## config.mk

```make
export PLATFORM = sky130hd
export DESIGN_NAME = sp_desc_dma
export DESIGN_NICKNAME = d
export VERILOG_FILES = /design/src/rtl/spdma_pkg.sv /design/src/rtl/spdma_pending.sv /design/src/rtl/spdma_seq.sv /design/src/rtl/sp_desc_dma.sv
export SDC_FILE = /design/constraint.sdc
export NUM_CORES = 1
export LEC_CHECK = 0
export BUFFER_PORTS_ARGS = -buffer_cell sky130_fd_sc_hd__buf_4
export CAP_MARGIN = 40
export CORE_AREA = 2 2 96 98
export CTS_BUF_LIST = sky130_fd_sc_hd__clkbuf_4 sky130_fd_sc_hd__clkbuf_8
export DETAILED_ROUTE_END_ITERATION = 7
export DIE_AREA = 0 0 98 100
export GPL_ROUTABILITY_DRIVEN = 1
export HOLD_SLACK_MARGIN = 0.06
export PLACE_DENSITY_LB_ADDON = 0.15
export SLEW_MARGIN = 20
export SYNTH_ARGS = -nofsm -noshare
export SYNTH_HDL_FRONTEND = slang
export SYNTH_SLANG_ARGS = --single-unit
```

## constraint.sdc

```tcl
create_clock -name clk -period 3.2 [get_ports clk]
set_input_delay 0.16 -clock clk [delete_from_list [all_inputs] [get_ports clk]]
set_output_delay 0.16 -clock clk [all_outputs]
set_load 0.03 [all_outputs]
```

## src/rtl/spdma_pkg.sv

```systemverilog
package spdma_pkg;

  typedef enum logic [2:0] {
    S_IDLE,
    S_FADDR,
    S_FCNT,
    S_FDIR,
    S_XFER,
    S_DONE
  } seq_st_t;

  typedef enum logic {
    DIR_M2S = 1'b0,
    DIR_S2M = 1'b1
  } xdir_t;

  localparam logic [1:0] PH_0 = 2'd0;
  localparam logic [1:0] PH_1 = 2'd1;
  localparam logic [1:0] PH_2 = 2'd2;

endpackage

```

## src/rtl/spdma_pending.sv

```systemverilog
module spdma_pending #(
  parameter int NLCH = 5,
  parameter int IDXW = 3
) (
  input  logic            clk,
  input  logic            rst,
  input  logic            start_vld,
  input  logic [IDXW-1:0] start_idx,
  input  logic            take,
  input  logic [IDXW-1:0] take_idx,
  output logic [NLCH-1:0] pend,
  output logic            any_pend,
  output logic [IDXW-1:0] pick_idx
);

  logic [NLCH-1:0] set_v;
  logic [NLCH-1:0] clr_v;

  for (genvar g = 0; g < NLCH; g++) begin : g_bit
    assign set_v[g] = start_vld && (start_idx == IDXW'(g));
    assign clr_v[g] = take && (take_idx == IDXW'(g));
  end

  always_ff @(posedge clk) begin
    if (rst) pend <= '0;
    else     pend <= (pend & ~clr_v) | set_v;
  end

  assign any_pend = |pend;

  always_comb begin
    pick_idx = '0;
    for (int i = NLCH - 1; i >= 0; i--) begin
      if (pend[i]) pick_idx = IDXW'(i);
    end
  end

  // out-of-range starts leave an empty mask empty
  a_r10_bad_idx_ignored: assert property (@(posedge clk) disable iff (rst)
    (pend == '0 && start_vld && int'(start_idx) >= NLCH) |=> (pend == '0));

  // the picked channel is pending and nothing lower is
  a_r8_pick_lowest: assert property (@(posedge clk) disable iff (rst)
    any_pend |-> (pend[pick_idx] && ((pend & ((NLCH'(1) << pick_idx) - NLCH'(1))) == '0)));

  // a taken channel leaves the mask unless restarted in the same cycle
  a_r8_take_clears: assert property (@(posedge clk) disable iff (rst)
    (take && !(start_vld && start_idx == take_idx)) |=> !pend[$past(take_idx)]);

endmodule

```

## src/rtl/spdma_seq.sv

```systemverilog
module spdma_seq
  import spdma_pkg::*;
#(
  parameter int DW        = 16,
  parameter int MEM_AW    = 16,
  parameter int SP_AW     = 8,
  parameter int NLCH      = 5,
  parameter int IDXW      = 3,
  parameter int DESC_BASE = 0,
  parameter int DATA_BASE = 32,
  parameter int PROG_LCH  = 4
) (
  input  logic              clk,
  input  logic              rst,
  input  logic              any_pend,
  input  logic [IDXW-1:0]   pick_idx,
  output logic              take,
  output logic [IDXW-1:0]   take_idx,
  output logic              sp_rd,
  output logic              sp_wr,
  output logic [SP_AW-1:0]  sp_addr,
  output logic [DW-1:0]     sp_wdata,
  input  logic [DW-1:0]     sp_rdata,
  output logic              mem_req,
  output logic              mem_we,
  output logic [MEM_AW-1:0] mem_addr,
  output logic [DW-1:0]     mem_wdata,
  input  logic              mem_ack,
  input  logic [DW-1:0]     mem_rdata,
  output logic              done,
  output logic [IDXW-1:0]   done_idx,
  output logic              busy
);

  localparam int DESC_WORDS = 3;

  seq_st_t           state;
  logic [IDXW-1:0]   cur_idx;
  logic [MEM_AW-1:0] addr_q;
  logic [DW-1:0]     cnt_q;
  xdir_t             dir_q;
  logic [1:0]        ph;
  logic [DW-1:0]     buf_q;
  logic [SP_AW-1:0]  win_addr;
  logic              last_word;

  function automatic logic [SP_AW-1:0] desc_at(input logic [IDXW-1:0] idx, input int word);
    return SP_AW'(DESC_BASE + DESC_WORDS * int'(idx) + word);
  endfunction

  assign win_addr  = SP_AW'(DATA_BASE + int'(cur_idx));
  assign last_word = (cnt_q == DW'(1));

  // Port decode: every output is a function of registered state only
  always_comb begin
    take    = 1'b0;
    sp_rd   = 1'b0;
    sp_wr   = 1'b0;
    sp_addr = '0;
    mem_req = 1'b0;
    unique case (state)
      S_IDLE: if (any_pend) begin
        take    = 1'b1;
        sp_rd   = 1'b1;
        sp_addr = desc_at(pick_idx, 0);
      end
      S_FADDR: begin
        sp_rd   = 1'b1;
        sp_addr = desc_at(cur_idx, 1);
      end
      S_FCNT: begin
        sp_rd   = 1'b1;
        sp_addr = desc_at(cur_idx, 2);
      end
      S_XFER: begin
        if (dir_q == DIR_M2S) begin
          if (ph == PH_0) mem_req = 1'b1;
          else begin
            sp_wr   = 1'b1;
            sp_addr = win_addr;
          end
        end else begin
          if (ph == PH_0) begin
            sp_rd   = 1'b1;
            sp_addr = win_addr;
          end else if (ph == PH_2) begin
            mem_req = 1'b1;
          end
        end
      end
      default: ;
    endcase
  end

  assign take_idx  = pick_idx;
  assign sp_wdata  = buf_q;
  assign mem_we    = (dir_q == DIR_S2M);
  assign mem_addr  = addr_q;
  assign mem_wdata = buf_q;
  assign done      = (state == S_DONE);
  assign done_idx  = cur_idx;
  assign busy      = (state != S_IDLE);

  always_ff @(posedge clk) begin
    if (rst) begin
      state   <= S_IDLE;
      cur_idx <= '0;
      addr_q  <= '0;
      cnt_q   <= '0;
      dir_q   <= DIR_M2S;
      ph      <= PH_0;
      buf_q   <= '0;
    end else begin
      unique case (state)
        S_IDLE: if (any_pend) begin
          cur_idx <= pick_idx;
          state   <= S_FADDR;
        end
        S_FADDR: begin
          addr_q <= sp_rdata[MEM_AW-1:0];
          state  <= S_FCNT;
        end
        S_FCNT: begin
          cnt_q <= sp_rdata;
          state <= S_FDIR;
        end
        S_FDIR: begin
          dir_q <= (int'(cur_idx) == PROG_LCH) ? DIR_M2S : xdir_t'(sp_rdata[0]);
          ph    <= PH_0;
          state <= (cnt_q == '0) ? S_DONE : S_XFER;
        end
        S_XFER: begin
          if (dir_q == DIR_M2S) begin
            if (ph == PH_0) begin
              if (mem_ack) begin
                buf_q <= mem_rdata;
                ph    <= PH_1;
              end
            end else begin
              addr_q <= addr_q + MEM_AW'(1);
              cnt_q  <= cnt_q - DW'(1);
              ph     <= PH_0;
              if (last_word) state <= S_DONE;
            end
          end else begin
            if (ph == PH_0) begin
              ph <= PH_1;
            end else if (ph == PH_1) begin
              buf_q <= sp_rdata;
              ph    <= PH_2;
            end else if (mem_ack) begin
              addr_q <= addr_q + MEM_AW'(1);
              cnt_q  <= cnt_q - DW'(1);
              ph     <= PH_0;
              if (last_word) state <= S_DONE;
            end
          end
        end
        S_DONE: state <= S_IDLE;
        default: state <= S_IDLE;
      endcase
    end
  end

  // a request is held unchanged until acknowledged
  a_r11_req_hold: assert property (@(posedge clk) disable iff (rst)
    (mem_req && !mem_ack) |=> (mem_req && $stable(mem_addr) && $stable(mem_we) && $stable(mem_wdata)));

  // completion is a single-cycle pulse followed by an idle engine
  a_r7_done_pulse: assert property (@(posedge clk) disable iff (rst)
    done |=> (!done && !busy));

  // memory and scratch-pad sides are never driven in the same cycle
  a_r9_port_exclusive: assert property (@(posedge clk) disable iff (rst)
    mem_req |-> (!sp_rd && !sp_wr));

  // the program-load channel never writes external memory
  a_r6_prog_reads_only: assert property (@(posedge clk) disable iff (rst)
    (busy && int'(cur_idx) == PROG_LCH && mem_req) |-> !mem_we);

  // nothing is active on the first cycle out of reset
  a_r1_quiet_after_reset: assert property (@(posedge clk)
    $past(rst) |-> (!busy && !mem_req && !sp_wr));

endmodule

```

## src/rtl/sp_desc_dma.sv

```systemverilog
module sp_desc_dma #(
  parameter int DW        = 16,
  parameter int MEM_AW    = 16,
  parameter int SP_AW     = 8,
  parameter int NLCH      = 5,
  parameter int DESC_BASE = 0,
  parameter int DATA_BASE = 32,
  parameter int PROG_LCH  = 4,
  localparam int IDXW     = (NLCH > 1) ? $clog2(NLCH) : 1
) (
  input  logic              clk,
  input  logic              rst,
  input  logic              start_vld,
  input  logic [IDXW-1:0]   start_idx,
  output logic              sp_rd,
  output logic              sp_wr,
  output logic [SP_AW-1:0]  sp_addr,
  output logic [DW-1:0]     sp_wdata,
  input  logic [DW-1:0]     sp_rdata,
  output logic              mem_req,
  output logic              mem_we,
  output logic [MEM_AW-1:0] mem_addr,
  output logic [DW-1:0]     mem_wdata,
  input  logic              mem_ack,
  input  logic [DW-1:0]     mem_rdata,
  output logic              done,
  output logic [IDXW-1:0]   done_idx,
  output logic              busy
);

  logic [NLCH-1:0] pend;
  logic            any_pend;
  logic [IDXW-1:0] pick_idx;
  logic            take;
  logic [IDXW-1:0] take_idx;

  spdma_pending #(
    .NLCH (NLCH),
    .IDXW (IDXW)
  ) u_pend (
    .clk       (clk),
    .rst       (rst),
    .start_vld (start_vld),
    .start_idx (start_idx),
    .take      (take),
    .take_idx  (take_idx),
    .pend      (pend),
    .any_pend  (any_pend),
    .pick_idx  (pick_idx)
  );

  spdma_seq #(
    .DW        (DW),
    .MEM_AW    (MEM_AW),
    .SP_AW     (SP_AW),
    .NLCH      (NLCH),
    .IDXW      (IDXW),
    .DESC_BASE (DESC_BASE),
    .DATA_BASE (DATA_BASE),
    .PROG_LCH  (PROG_LCH)
  ) u_seq (
    .clk       (clk),
    .rst       (rst),
    .any_pend  (any_pend),
    .pick_idx  (pick_idx),
    .take      (take),
    .take_idx  (take_idx),
    .sp_rd     (sp_rd),
    .sp_wr     (sp_wr),
    .sp_addr   (sp_addr),
    .sp_wdata  (sp_wdata),
    .sp_rdata  (sp_rdata),
    .mem_req   (mem_req),
    .mem_we    (mem_we),
    .mem_addr  (mem_addr),
    .mem_wdata (mem_wdata),
    .mem_ack   (mem_ack),
    .mem_rdata (mem_rdata),
    .done      (done),
    .done_idx  (done_idx),
    .busy      (busy)
  );

endmodule

```

==> results.md <==
* Status: complete, no violations
* Die height at 100 µm
* Max_cap viols at 0
* Synth Register Bits at 62
* Fin util at 0.575
* Routed wire length at 12100 µm
* Postcts setup bufs at 0
* Period utilization at 0.866
* Fmax at between 300 and 400 MHz
* Worst EP required at 3040 ps
* Syn Std Cell Area at roughly 4200 µm²
* Die X at 98 µm
* Fin Hold WS at 100 ps
* Post-layout min period at 2770 ps
* Largest delay share family, worst path: adder cells
* Antenna violations before repair at 0
* Unrepaired setup endpoints after global routing: no
* Clock tree buffer depth at 2
* Slew Limit Fails at 0
* Unique masters post-synth at 72
* Drt wl/cell at roughly 17 µm
* Critical path endpoint category: output port
* Register area share after synthesis at 0.293
* Worst Hold Class: input pin to flip-flop
* Max_slew headroom at 0.473
* Slowest cell on crit path: fa_1
* Gr ovfl total at 0
* Endpoints failing setup at 0
* Vias at roughly 4200
* Iter 0 DRT Violations at ~350
* Core area at 8890 µm²
* Power Dens Cells at 411 nW/µm²
* Arr. time, crit path at 2610 ps
* Async S/R FF share, synth at 0
* Dominant synthesized flop cell: dfxtp_1
* DP Wirelength at 8840 µm
* Clock Skews at 9.53 ps
* ANT cells at 0
* Overall power at 2.10 mW
* YS warnings at 0
* Setup CP Type: flip-flop to output port
* Lkg Pwr at 2.06 nW
* Commonest non-fill, non-tap cell in the layout: buf_4
* Vias in the first global route at ~4000
* Root buffer cell: clkbuf_8
* Overall Global Routing Usage at 0.245
* TritonRoute pass-1 iters at 5
* Routability cong. at between 0.8 and 0.9
* Avg Cell Area, Syn at 7.97 µm²
* CTS sink count at 62
* Fin nets at 662
* Setup TNS at 0 ps
* Most frequent cells in the layout: buf_4 (111), dfxtp_1 (62), nor2_1 (54)
* Final Hold Fails at 0
* CP max stage delay at around 570 ps
* EDFF count, synth at 0
* Post-cts sizing count at 0
* Worst skew pair latency at 350 ps
* P&R area growth vs syn at 20.8%
* Initial Util at 0.476
* Worst slew pin tran at 784 ps
* Bufs and invs on worst path at 3
* Hold Buf Count CTS at 0
* CTS tree: done
* Cells after synthesis at between 500 and 600
* CP cell instances: ha_1, inv_1, fa_1, inv_1, ha_1, a222oi_1, nand2_1, buf_4
* Largest net degree at the start of global routing at 54
* Drt via density at 5.90
* Io pins at 104
* Worst-path clk slew at around 60 ps
* First-pass GRT wire length at 19700 µm
* Num CTS Buffers at 9
* Peak supply drop at 177 µV
* DR DRC count at 0
* Buffers on Ports at 101
* H-tree Lvls at 3
* R2r setup slk at just under 900 ps
* Fraction of layout cells with a size suffix above 1 at 0.234
* # rows at 35
* Routed Antenna Nets at 0
* Maximum fanout along the worst path at 9
* Die Area at about 9800 µm²
* Startpoint types: flip-flop
## kinds of logic (layout without fill, tap and decap cells)
group                      count (synthesis)  after routing  share of synthesized area
and+or+nand+nor                          199            199                      0.242
AOI/OAI and AO/OA                        146            146                      0.253
buffers and inverters                     76            152                     0.0863
DFF                                       62             62                      0.293
adders and majority gates                 20             20                     0.0627
muxes                                     18             18                     0.0426
xor gates and xnor gates                   9              9                     0.0186
other                                      1              2                   0.000886
## through the flow
stage | instance area (µm²) | instances | setup slack (ps)
after floorplan | 4240 | 532 | 525
after global placement | 4930 | 702 | 836
after detailed placement | 4930 | 702 | 806
after CTS | 5110 | 718 | 425
after global routing | 5110 | 719 | 290
final | 5110 | 719 | 428
## state kept, by name, indices dropped and copies added, names as in the netlist
name             count
u_pend.pend          5
u_seq.state          3
u_seq.mem_we         1
u_seq.mem_wdata     16
u_seq.cnt_q         16
u_seq.ph             2
u_seq.done_idx       3
u_seq.mem_addr      16
## report_power, final
group / internal (mW) / leakage [nW] / total [mW] / switching (mW)
Clock: 0.316 / 0.0930 / 0.628 / 0.313
Sequential: 0.815 / 0.502 / 0.886 / 0.0713
Combinational: 0.225 / 1.47 / 0.586 / 0.361
## cells in the mapped netlist, drive strengths merged (3+ instances only)
master	count	area share
or3b	4	0.0083
o32ai	3	0.0062
o21ai	21	0.025
nor4	9	0.013
nor3	20	0.024
ha	18	0.053
nand2b	3	0.0044
a31oi	6	0.0089
nor2	54	0.048
dfxtp	62	0.29
xnor2	7	0.014
o21a	5	0.0089
or4	5	0.0089
and2	9	0.013
a41o	3	0.0071
o22ai	4	0.0059
mux2i	18	0.043
nor3b	7	0.014
clkbuf	24	0.022
a311oi	6	0.014
nand3	10	0.012
a2bb2oi	4	0.0083
inv	24	0.021
a211oi	25	0.044
a32o	6	0.014
buf	28	0.043
a311o	4	0.0095
a31o	4	0.0083
o31ai	3	0.0053
and3	4	0.0059
nand2	45	0.040
a21oi	26	0.031
nor2b	5	0.0074
nand4	12	0.018
## layout make-up
class,count,area (µm²)
Inverter,24,90.1
Clock inverter,4,22.5
Clock buffer,12,153
Tap cell,111,139
Fill cell,813,3780
Multi-Input combinational cell,394,2630
Sequential cell,62,1240
Timing Repair Buffer,112,838
## tightest hold or removal path, cell delays in order
cell and delay (ps):
buf_4 120, nand3_1 60, a21oi_1 60
## per-layer routing
metal,up-vias,global-route usage,part of all wire
met2,191,0.395,0.46
met5,-,0,0
met4,0,0.0748,0.017
li1,2086,-,-
met1,1945,0.328,0.44
met3,23,0.0599,0.077
## final timing paths
check / start / to / cells after the start
setup / recovery: u_seq.done_idx[0] / sp_addr[2] / 8
setup reg to reg: u_seq.state[2] / u_seq.mem_addr[7] / 4
hold reg to reg: u_seq.cnt_q[12] / u_seq.cnt_q[12] / 1
hold / removal: start_idx[2] / u_pend.pend[4] / 3
Power figures use the tool's default switching activity.
